<file path="config.mk">
export PLATFORM = sky130hd
export DESIGN_NAME = hpt_walker
export DESIGN_NICKNAME = d
export VERILOG_FILES = /design/src/rtl/hpt_walker.sv
export SDC_FILE = /design/constraint.sdc
export NUM_CORES = 1
export LEC_CHECK = 0
export ABC_AREA = 1
export ABC_CLOCK_PERIOD_IN_PS = 3700
export BUFFER_PORTS_ARGS = -buffer_cell sky130_fd_sc_hd__buf_2
export CAP_MARGIN = 20
export CORE_AREA = 2 2 276 278
export CTS_BUF_LIST = sky130_fd_sc_hd__clkbuf_8
export CTS_CLUSTER_SIZE = 10
export DETAILED_ROUTE_END_ITERATION = 16
export DIE_AREA = 0 0 278 280
export GPL_ROUTABILITY_DRIVEN = 1
export MAX_ROUTING_LAYER = met4
export PLACE_DENSITY = 0.42
export SLEW_MARGIN = 30
export SYNTH_ARGS = -nofsm -noshare
export SYNTH_HDL_FRONTEND = slang
export SYNTH_SLANG_ARGS = --single-unit
</file>
<file path="constraint.sdc">
create_clock -name clk -period 3.7 [get_ports clk]
set_clock_uncertainty 0.1 [all_clocks]
set_input_delay 0.37 -clock clk [delete_from_list [all_inputs] [get_ports clk]]
set_output_delay 0.37 -clock clk [all_outputs]
set_load 0.02 [all_outputs]
</file>
<file path="src/rtl/hpt_walker.sv">
module hpt_walker (
  input  logic         clk,
  input  logic         rst_n,
  input  logic         req_valid,
  input  logic [31:0]  req_ea,
  input  logic         req_write,
  input  logic         req_fetch,
  input  logic         req_user,
  input  logic [511:0] seg_file,
  input  logic [31:0]  table_cfg,
  output logic         mem_req,
  output logic         mem_we,
  output logic [31:0]  mem_addr,
  output logic [31:0]  mem_wdata,
  input  logic         mem_ack,
  input  logic [31:0]  mem_rdata,
  output logic         busy,
  output logic         done,
  output logic [2:0]   status,
  output logic [19:0]  rpn,
  output logic         perm_rd,
  output logic         perm_wr
);
  typedef enum logic [2:0] {S_IDLE, S_W0, S_W1, S_FIN, S_WB, S_NX} st_t;
  localparam logic [1:0] G_NONE = 2'd0, G_OK = 2'd1, G_DENY = 2'd2;
  localparam logic [2:0] ST_HIT = 3'd0, ST_MISS = 3'd1, ST_PROT = 3'd2,
                         ST_NOEX = 3'd3, ST_DIRECT = 3'd4;

  st_t st;
  logic sec, key, wr, good, fin_q, gacc_r, gacc_w;
  logic [1:0] gret;
  logic [2:0] idx, kidx;
  logic [31:0] base, base_s, keep;
  logic [30:0] ptem;
  logic [2:0] res_st;
  logic [19:0] res_rpn;
  logic res_rd, res_wr, done_q;

  logic [31:0] seg;
  logic [24:0] hp, hs, hmask;
  assign seg   = seg_file[req_ea[31:28]*32 +: 32];
  assign hp    = {seg[18:0] ^ {3'b000, req_ea[27:12]}, 6'b0};
  assign hs    = ~hp & 25'h1FFFFC0;
  assign hmask = {table_cfg[8:0], 16'hFFC0};

  logic w0hit, acc_r, acc_w, grant, conflict, store;
  logic [1:0] pp;
  logic [31:0] newkeep;
  assign w0hit = mem_rdata[31] && (mem_rdata[6] == sec) &&
                 ({mem_rdata[30:7], 1'b0, mem_rdata[5:0]} == ptem);
  assign pp    = mem_rdata[1:0];
  assign acc_r = key ? (pp != 2'b00) : 1'b1;
  assign acc_w = key ? (pp == 2'b10) : (pp != 2'b11);
  assign grant = wr ? acc_w : acc_r;
  assign conflict = good && (((keep ^ mem_rdata) & 32'hFFFFF07B) != 32'h0);
  assign newkeep  = keep | 32'h100 |
                    ((wr && gret == G_OK && !keep[7]) ? 32'h80 : 32'h0);
  assign store    = good && (newkeep != keep);

  logic unused_bits;
  assign unused_bits = ^{req_ea[11:0], seg[27:24], table_cfg[15:9], base[5:0]};

  always_ff @(posedge clk or negedge rst_n) begin
    if (!rst_n) begin
      st <= S_IDLE; sec <= 1'b0; key <= 1'b0; wr <= 1'b0; good <= 1'b0;
      fin_q <= 1'b0; gacc_r <= 1'b0; gacc_w <= 1'b0; gret <= G_NONE;
      idx <= '0; kidx <= '0; base <= '0; base_s <= '0; keep <= '0;
      ptem <= '0; res_st <= ST_HIT; res_rpn <= '0; res_rd <= 1'b0;
      res_wr <= 1'b0; done_q <= 1'b0;
    end else begin
      done_q <= 1'b0;
      case (st)
        S_IDLE: if (req_valid) begin
          wr  <= req_write;
          key <= (seg[29] && req_user) || (seg[30] && !req_user);
          if (seg[31] || (req_fetch && seg[28])) begin
            res_st  <= seg[31] ? ST_DIRECT : ST_NOEX;
            res_rpn <= '0; res_rd <= 1'b0; res_wr <= 1'b0;
            done_q  <= 1'b1;
          end else begin
            base   <= {table_cfg[31:16], 16'h0} | {7'b0, hp & hmask};
            base_s <= {table_cfg[31:16], 16'h0} | {7'b0, hs & hmask};
            ptem   <= {seg[23:0], 7'b0} | {25'b0, req_ea[27:22]};
            sec <= 1'b0; idx <= '0; good <= 1'b0; gret <= G_NONE;
            gacc_r <= 1'b0; gacc_w <= 1'b0;
            st <= S_W0;
          end
        end
        S_W0: if (mem_ack) begin
          if (w0hit) st <= S_W1;
          else if (idx == 3'd7) st <= S_FIN;
          else idx <= idx + 3'd1;
        end
        S_W1: if (mem_ack) begin
          if (conflict) begin
            good <= 1'b0; gret <= G_NONE; gacc_r <= 1'b0; gacc_w <= 1'b0;
            st <= S_FIN;
          end else begin
            if (!good) begin
              good <= 1'b1; keep <= mem_rdata; kidx <= idx;
            end
            if (gret != G_OK) begin
              gacc_r <= acc_r; gacc_w <= acc_w;
              if (grant) begin
                gret <= G_OK; keep <= mem_rdata; kidx <= idx;
              end else gret <= G_DENY;
            end
            if (idx == 3'd7) st <= S_FIN;
            else begin idx <= idx + 3'd1; st <= S_W0; end
          end
        end
        S_FIN: begin
          if (!sec || gret != G_NONE) begin
            res_st  <= !good ? ST_MISS : (gret == G_OK ? ST_HIT : ST_PROT);
            res_rpn <= good ? keep[31:12] : 20'h0;
            res_rd  <= good && gacc_r;
            res_wr  <= good && gacc_w && newkeep[7];
          end
          fin_q <= sec || gret == G_OK;
          keep  <= newkeep;
          st    <= store ? S_WB : S_NX;
        end
        S_WB: if (mem_ack) st <= S_NX;
        S_NX: if (fin_q) begin
          st <= S_IDLE; done_q <= 1'b1;
        end else begin
          sec <= 1'b1; base <= base_s; idx <= '0; good <= 1'b0;
          gret <= G_NONE; gacc_r <= 1'b0; gacc_w <= 1'b0; st <= S_W0;
        end
        default: st <= S_IDLE;
      endcase
    end
  end

  assign mem_req   = (st == S_W0) || (st == S_W1) || (st == S_WB);
  assign mem_we    = (st == S_WB);
  assign mem_wdata = keep;
  always_comb begin
    case (st)
      S_W1:    mem_addr = {base[31:6], idx, 3'b100};
      S_WB:    mem_addr = {base[31:6], kidx, 3'b100};
      default: mem_addr = {base[31:6], idx, 3'b000};
    endcase
  end

  assign busy    = (st != S_IDLE);
  assign done    = done_q;
  assign status  = res_st;
  assign rpn     = res_rpn;
  assign perm_rd = res_rd;
  assign perm_wr = res_wr;

  p_done_pulse_r9: assert property (@(posedge clk) disable iff (!rst_n)
    done |=> !done);
  p_done_idle_r9: assert property (@(posedge clk) disable iff (!rst_n)
    done |-> !busy && !mem_req);
  p_req_hold_r10: assert property (@(posedge clk) disable iff (!rst_n)
    mem_req && !mem_ack |=> mem_req && $stable(mem_addr) && $stable(mem_we)
                            && $stable(mem_wdata));
  p_wb_ref_r7: assert property (@(posedge clk) disable iff (!rst_n)
    mem_req && mem_we |-> mem_wdata[8] && mem_addr[2]);
  p_hit_read_r4: assert property (@(posedge clk) disable iff (!rst_n)
    done && status == ST_HIT |-> perm_rd);
  p_status_code_r9: assert property (@(posedge clk) disable iff (!rst_n)
    done |-> status <= ST_DIRECT);
endmodule

</file>
; Yosys cells after proc, flatten, opt, wreduce, memory -nomap -nowiden
; Cells that the tools add are included.
[word_totals]
register_bits = 171
input_bits = 615
output_inout_bits = 93
wordCells = 184
[op_classes]
n_addsub = 1
n_eq_ne = 25
n_shift = 1
muxes = 85
bitwise_logic = 11
n_reduce_logical = 41
[ops]
columns = cell, n
row1 = $shiftx 512x10->32, 1
row2 = $mux 32, 8
row3 = $pmux 32 s2, 2
row4 = $mux 20, 4
row5 = $mux 3, 22
row6 = $or 32x25->32, 2
row7 = $and 25x25->25, 2
row8 = $pmux 20 s2, 1
row9 = $ne 32x32->1, 1
row10 = $or 32x8->32, 1
row11 = $reduce_bool 32->1, 1
row12 = $xor 32x32->32, 1
row13 = $eq 31x31->1, 1
row14 = $or 31x6->31, 1
row15 = $not 25->25, 1
row16 = $mux 1, 24
row17 = $mux 2, 11
row18 = $ne 2x2->1 const B, 10
row19 = $xor 19x16->19, 1
row20 = $pmux 3 s6, 1
row21 = $logic_and 1x1->1, 12
row22 = $pmux 3 s4, 1
row23 = $pmux 6 s2, 1
row24 = $reduce_and 6->1, 2
row25 = 26 further kinds, 52

; Depth between registers and ports, before layout
[depth]
depth_word = 9
mapped_depth = 17
depth_no_buf = 14

; Worst setup path after synthesis
; Ideal clock, no wire load.
[synth_path]
path_type = reg2reg
startpoint = register keep[20], in the netlist mem_wdata[20]
endpoint = register keep[30], in the netlist mem_wdata[30]
setup_ns = 0.130
arrival_ns = 1.726
required_ns = 3.470
setup_slack_ns = 1.744
stages_incl_launch_ff = 15
path_buffers = 2
synth_period_minus_slack_ns = 1.956
cell_sequence = dfrtp_1 inv_1 nand2_1 nand2_1 nor2_1 nand2_1 nor2_1 nand2_1 o21ai_2 and2_2 nand2_2 buf_2 buf_6 nand2_1 o21ai_0
[synth_via]
elab_chain_len = 5
[synth_rtl]
columns = item, line_no
row1 = "start, declared", 33  ; logic [31:0] base, base_s, keep;
row2 = "start signal, assigned", 120  ; keep <= newkeep;
row3 = $xor 32x32->32, 55  ; assign conflict = good && (((keep ^ mem_rdata) & 32'hFFFFF07B) != 32'h0);
row4 = $reduce_bool 32->1, 55
row5 = $logic_and 1x1->1, 55
row6 = $ne 2x2->1 (no source line), --
row7 = $reduce_and 3->1 (no source line), --
; No other way between the ends.
; A chain may end at the register's enable or synchronous reset.

; Worst setup path in the final report
[layout_path]
startpoint = input req_ea[28]
endpoint = register base_s[24]
[layout_via]
elab_chain_len = 5
word_cells_on_any_way = 9
classes_between = shift (1) / bitwise (5) / reduce/logical (3)
[layout_rtl]
columns = item, line_no
row1 = "start, declared", 5  ; input logic [31:0] req_ea,
row2 = $shiftx 512x10->32 (*), 41  ; assign seg = seg_file[req_ea[31:28]*32 +: 32];
row3 = $xor 19x16->19 or $logic_and 1x1->1 (tied branches), "42, 76"
row4 = $not 25->25 or $logic_or 1x1->1 (tied branches), "43, 76"
row5 = $and 25x25->25 or $not 1->1 (tied branches), --
row6 = $or 32x25->32 or $reduce_and 3->1 (tied branches), --
row7 = "end signal, assigned", 82  ; base_s <= {table_cfg[31:16], 16'h0} | {7'b0, hs & hmask};
row8 = "end, declared", 33
; Every way passes the cells marked *; elsewhere a longest branch is shown, timed or not.

==> out/summary.txt <==
Outcome -> complete, no violations
Worst vdd ir -> 0.222 mV
Static leakage -> 9.13 nW
CTS tree -> done
Die Ht -> 280 um
CTS buffer count -> 17
Final slew viol count -> 0
CTS max path bufs -> 2
HPWL after DPL -> 65,300 um
Top FF cell, synth -> dfrtp_1
Largest net degree at the start of global routing -> 119
Fill count -> 8,706
TNS Setup -> 0 ps
Cts repair resizes -> 0
CP Class -> primary input to flip-flop
Initial antenna violation count -> 48
IO buf count -> 622
GRT Total Usage -> 20.5%
Root Buffer -> clkbuf_8
Total Power -> 9.09 mW
Hold buffers post-CTS -> 24
First-pass DRT Iterations -> 5
Vias -> 16,300
Min cycle time layout -> 2900 ps
RSZ-0062 raised after global routing -> false
Syn Area/Cell -> 6.13 um^2
Syn Inst Count -> 2,132
Critical Path AT -> 3230 ps
Post-Layout Cell Count -> 3,703
WHS -> 59.7 ps
Pre-CTS WS -> 502 ps
Post-DR vias/cell -> 4.40
R2R Path Start -> st[0]
Worst-Skew Late Latency -> 510 ps
Worst Hold Endpoint -> ptem[5]
Setup Viol. Count Final -> 0
Post-DP Area -> 17,000 um^2
Yosys warnings -> 0
Slew @ Worst Pin -> 815 ps
Core ar. -> 75,200 um^2
Iter 0 DRT Violations -> 1,022
Tcrit/Tclk final -> 78.3%
Area Overhead vs Synth -> 35.2%
Final Util -> 23.5%
GR Overflow Total -> 0
R2r worst-path depth -> 11
Hold Crit Class -> primary input to flip-flop
DRT antenna net count -> 0
Most frequent cells in the layout -> nand2_1, buf_2, nor2_1, o21ai_0, nand3_1
# Post-CTS Setup Buffers -> 0
Seq/Total Area, Yosys -> 30.3%
Final Instance Area -> 17,700 um^2
CTS Sinks -> 158
Cell row count -> 101
Initial Util -> 17.4%
Flops & latches, synth -> 158
Die Wd -> 278 um
Post-Syn Area -> 13,100 um^2
Placed cells -> 3,627
Post-synth EDFFs -> 0
Power Density -> 515 nW/um^2
R2R Setup Slk -> 870 ps
Drt total wl -> 79,000 um
R2r endpoint -> base_s[23]
Wire per inst -> 21.3 um
I/O pin cnt -> 708
Routability congestion estimate -> 0.896
Final hold viol count -> 0
DRC -> 0
Fmax -> 345 MHz
Hold-critical path depth -> 3
First-pass GRT wire length -> 112,000 um
Vias in the first global route -> 16,000
Startpoint class of the critical path -> primary input
Max Cap Viol -> 0
H-tree levels -> 4
Die Area -> 77,800 um^2
Layout cells sized above 1 -> 27.1%
NumNets Final -> 3,309
CP required -> 4030 ps
Crit path max fanout -> 118
Max-slew headroom -> 45.7%
CP endpoint kind -> flip-flop
Post-route setup slack -> 801 ps
Clock transition at the registers of the reported paths -> 100 ps
Async SR Flop Fraction -> 100%
Yosys cell types -> 45
Worst Hold Launch -> req_ea[27]
Commonest non-fill, non-tap cell in the layout -> nand2_1
## critical path, cell delays in order
cell           delay, ps
buf_6                310
inv_6                160
buf_12               240
buf_4                280
nor2_1               120
nor2_1                50
o21ai_0               90
o211ai_1             100
nand3_1              160
nand2_1              200
nor2_1               310
nand2_1               80
nand3_1               70
dlygate4sd3_1        540
## layout make-up
type / count / area, um^2 / share of cell area [%]
antenna: 20 / 50.0 / 0.283
clock buffer: 19 / 262 / 1.48
clock inverter: 13 / 114 / 0.645
inverter: 166 / 631 / 3.57
multi-input combinational: 1666 / 7680 / 43.5
sequential: 158 / 3950 / 22.4
tap: 978 / 1220 / 6.93
timing repair buffer: 683 / 3750 / 21.2
## metal layers
layer | wire, um | global-route usage [%] | vias to the layer above
li1 | - | - | 8122
met5 | 0 | - | -
met4 | 1710 | 3.87 | 0
met3 | 4380 | 3.52 | 94
met1 | 33900 | 25.0 | 7492
met2 | 39100 | 35.5 | 587
## report_power, final
group | switching (mW) | internal, mW | total, mW
Clock | 0.768 | 0.570 | 1.34
Combinational | 3.11 | 1.58 | 4.68
Sequential | 0.633 | 2.44 | 3.07
Total | 4.51 | 4.58 | 9.09
## state kept, by name, indices dropped and copies added (netlist names), 2 cells and up
signal / count
base: 26
base_s: 26
gret: 2
idx: 3
kidx: 3
mem_wdata: 32
ptem: 30
rpn: 20
st: 3
status: 3
## synthesized netlist by cell type (18+ instances only)
master,number,area [um^2]
nand2_1,620,2330
nor2_1,322,1210
o21ai_0,229,1150
nand3_1,179,896
dfrtp_1,158,3950
inv_1,158,593
o21ai_1,80,400
o211ai_1,78,586
clkbuf_1,54,203
buf_2,43,215
a21oi_1,28,140
buf_6,19,214
buf_4,18,135
or2_2,18,113
## cells by family (layout without fill, tap and decap cells)
| family | count (synthesis) | count (layout) | share of synthesized area [%] |
|---|---|---|---|
| adder cells (fa/ha/maj) | 2 | 2 | 0.192 |
| other | 1 | 22 | 0.0287 |
| buffers and inverters | 309 | 881 | 11.0 |
| flip-flops | 158 | 158 | 30.3 |
| multiplexers | 3 | 3 | 0.230 |
| XOR/XNOR | 6 | 6 | 0.402 |
| AO/OA/AOI/OAI | 469 | 469 | 20.6 |
| AND/OR/NAND/NOR | 1184 | 1184 | 37.2 |
## worst max path at each step
| stage | slack (ps) | startpoint | cells past startpoint | end |
|---|---|---|---|---|
| final | 800 | req_ea[28] | 14 | base_s[24] |
| after global routing | 650 | req_ea[28] | 14 | base_s[24] |
| after CTS | 810 | st[0] | 11 | base_s[23] |
| after detailed placement | 500 | req_ea[28] | 13 | base[15] |
| after global placement | 520 | req_ea[28] | 13 | base[15] |
| after floorplan | 1740 | mem_wdata[20] | 14 | mem_wdata[30] |
No activity file was read; power rests on OpenSTA's default activity.
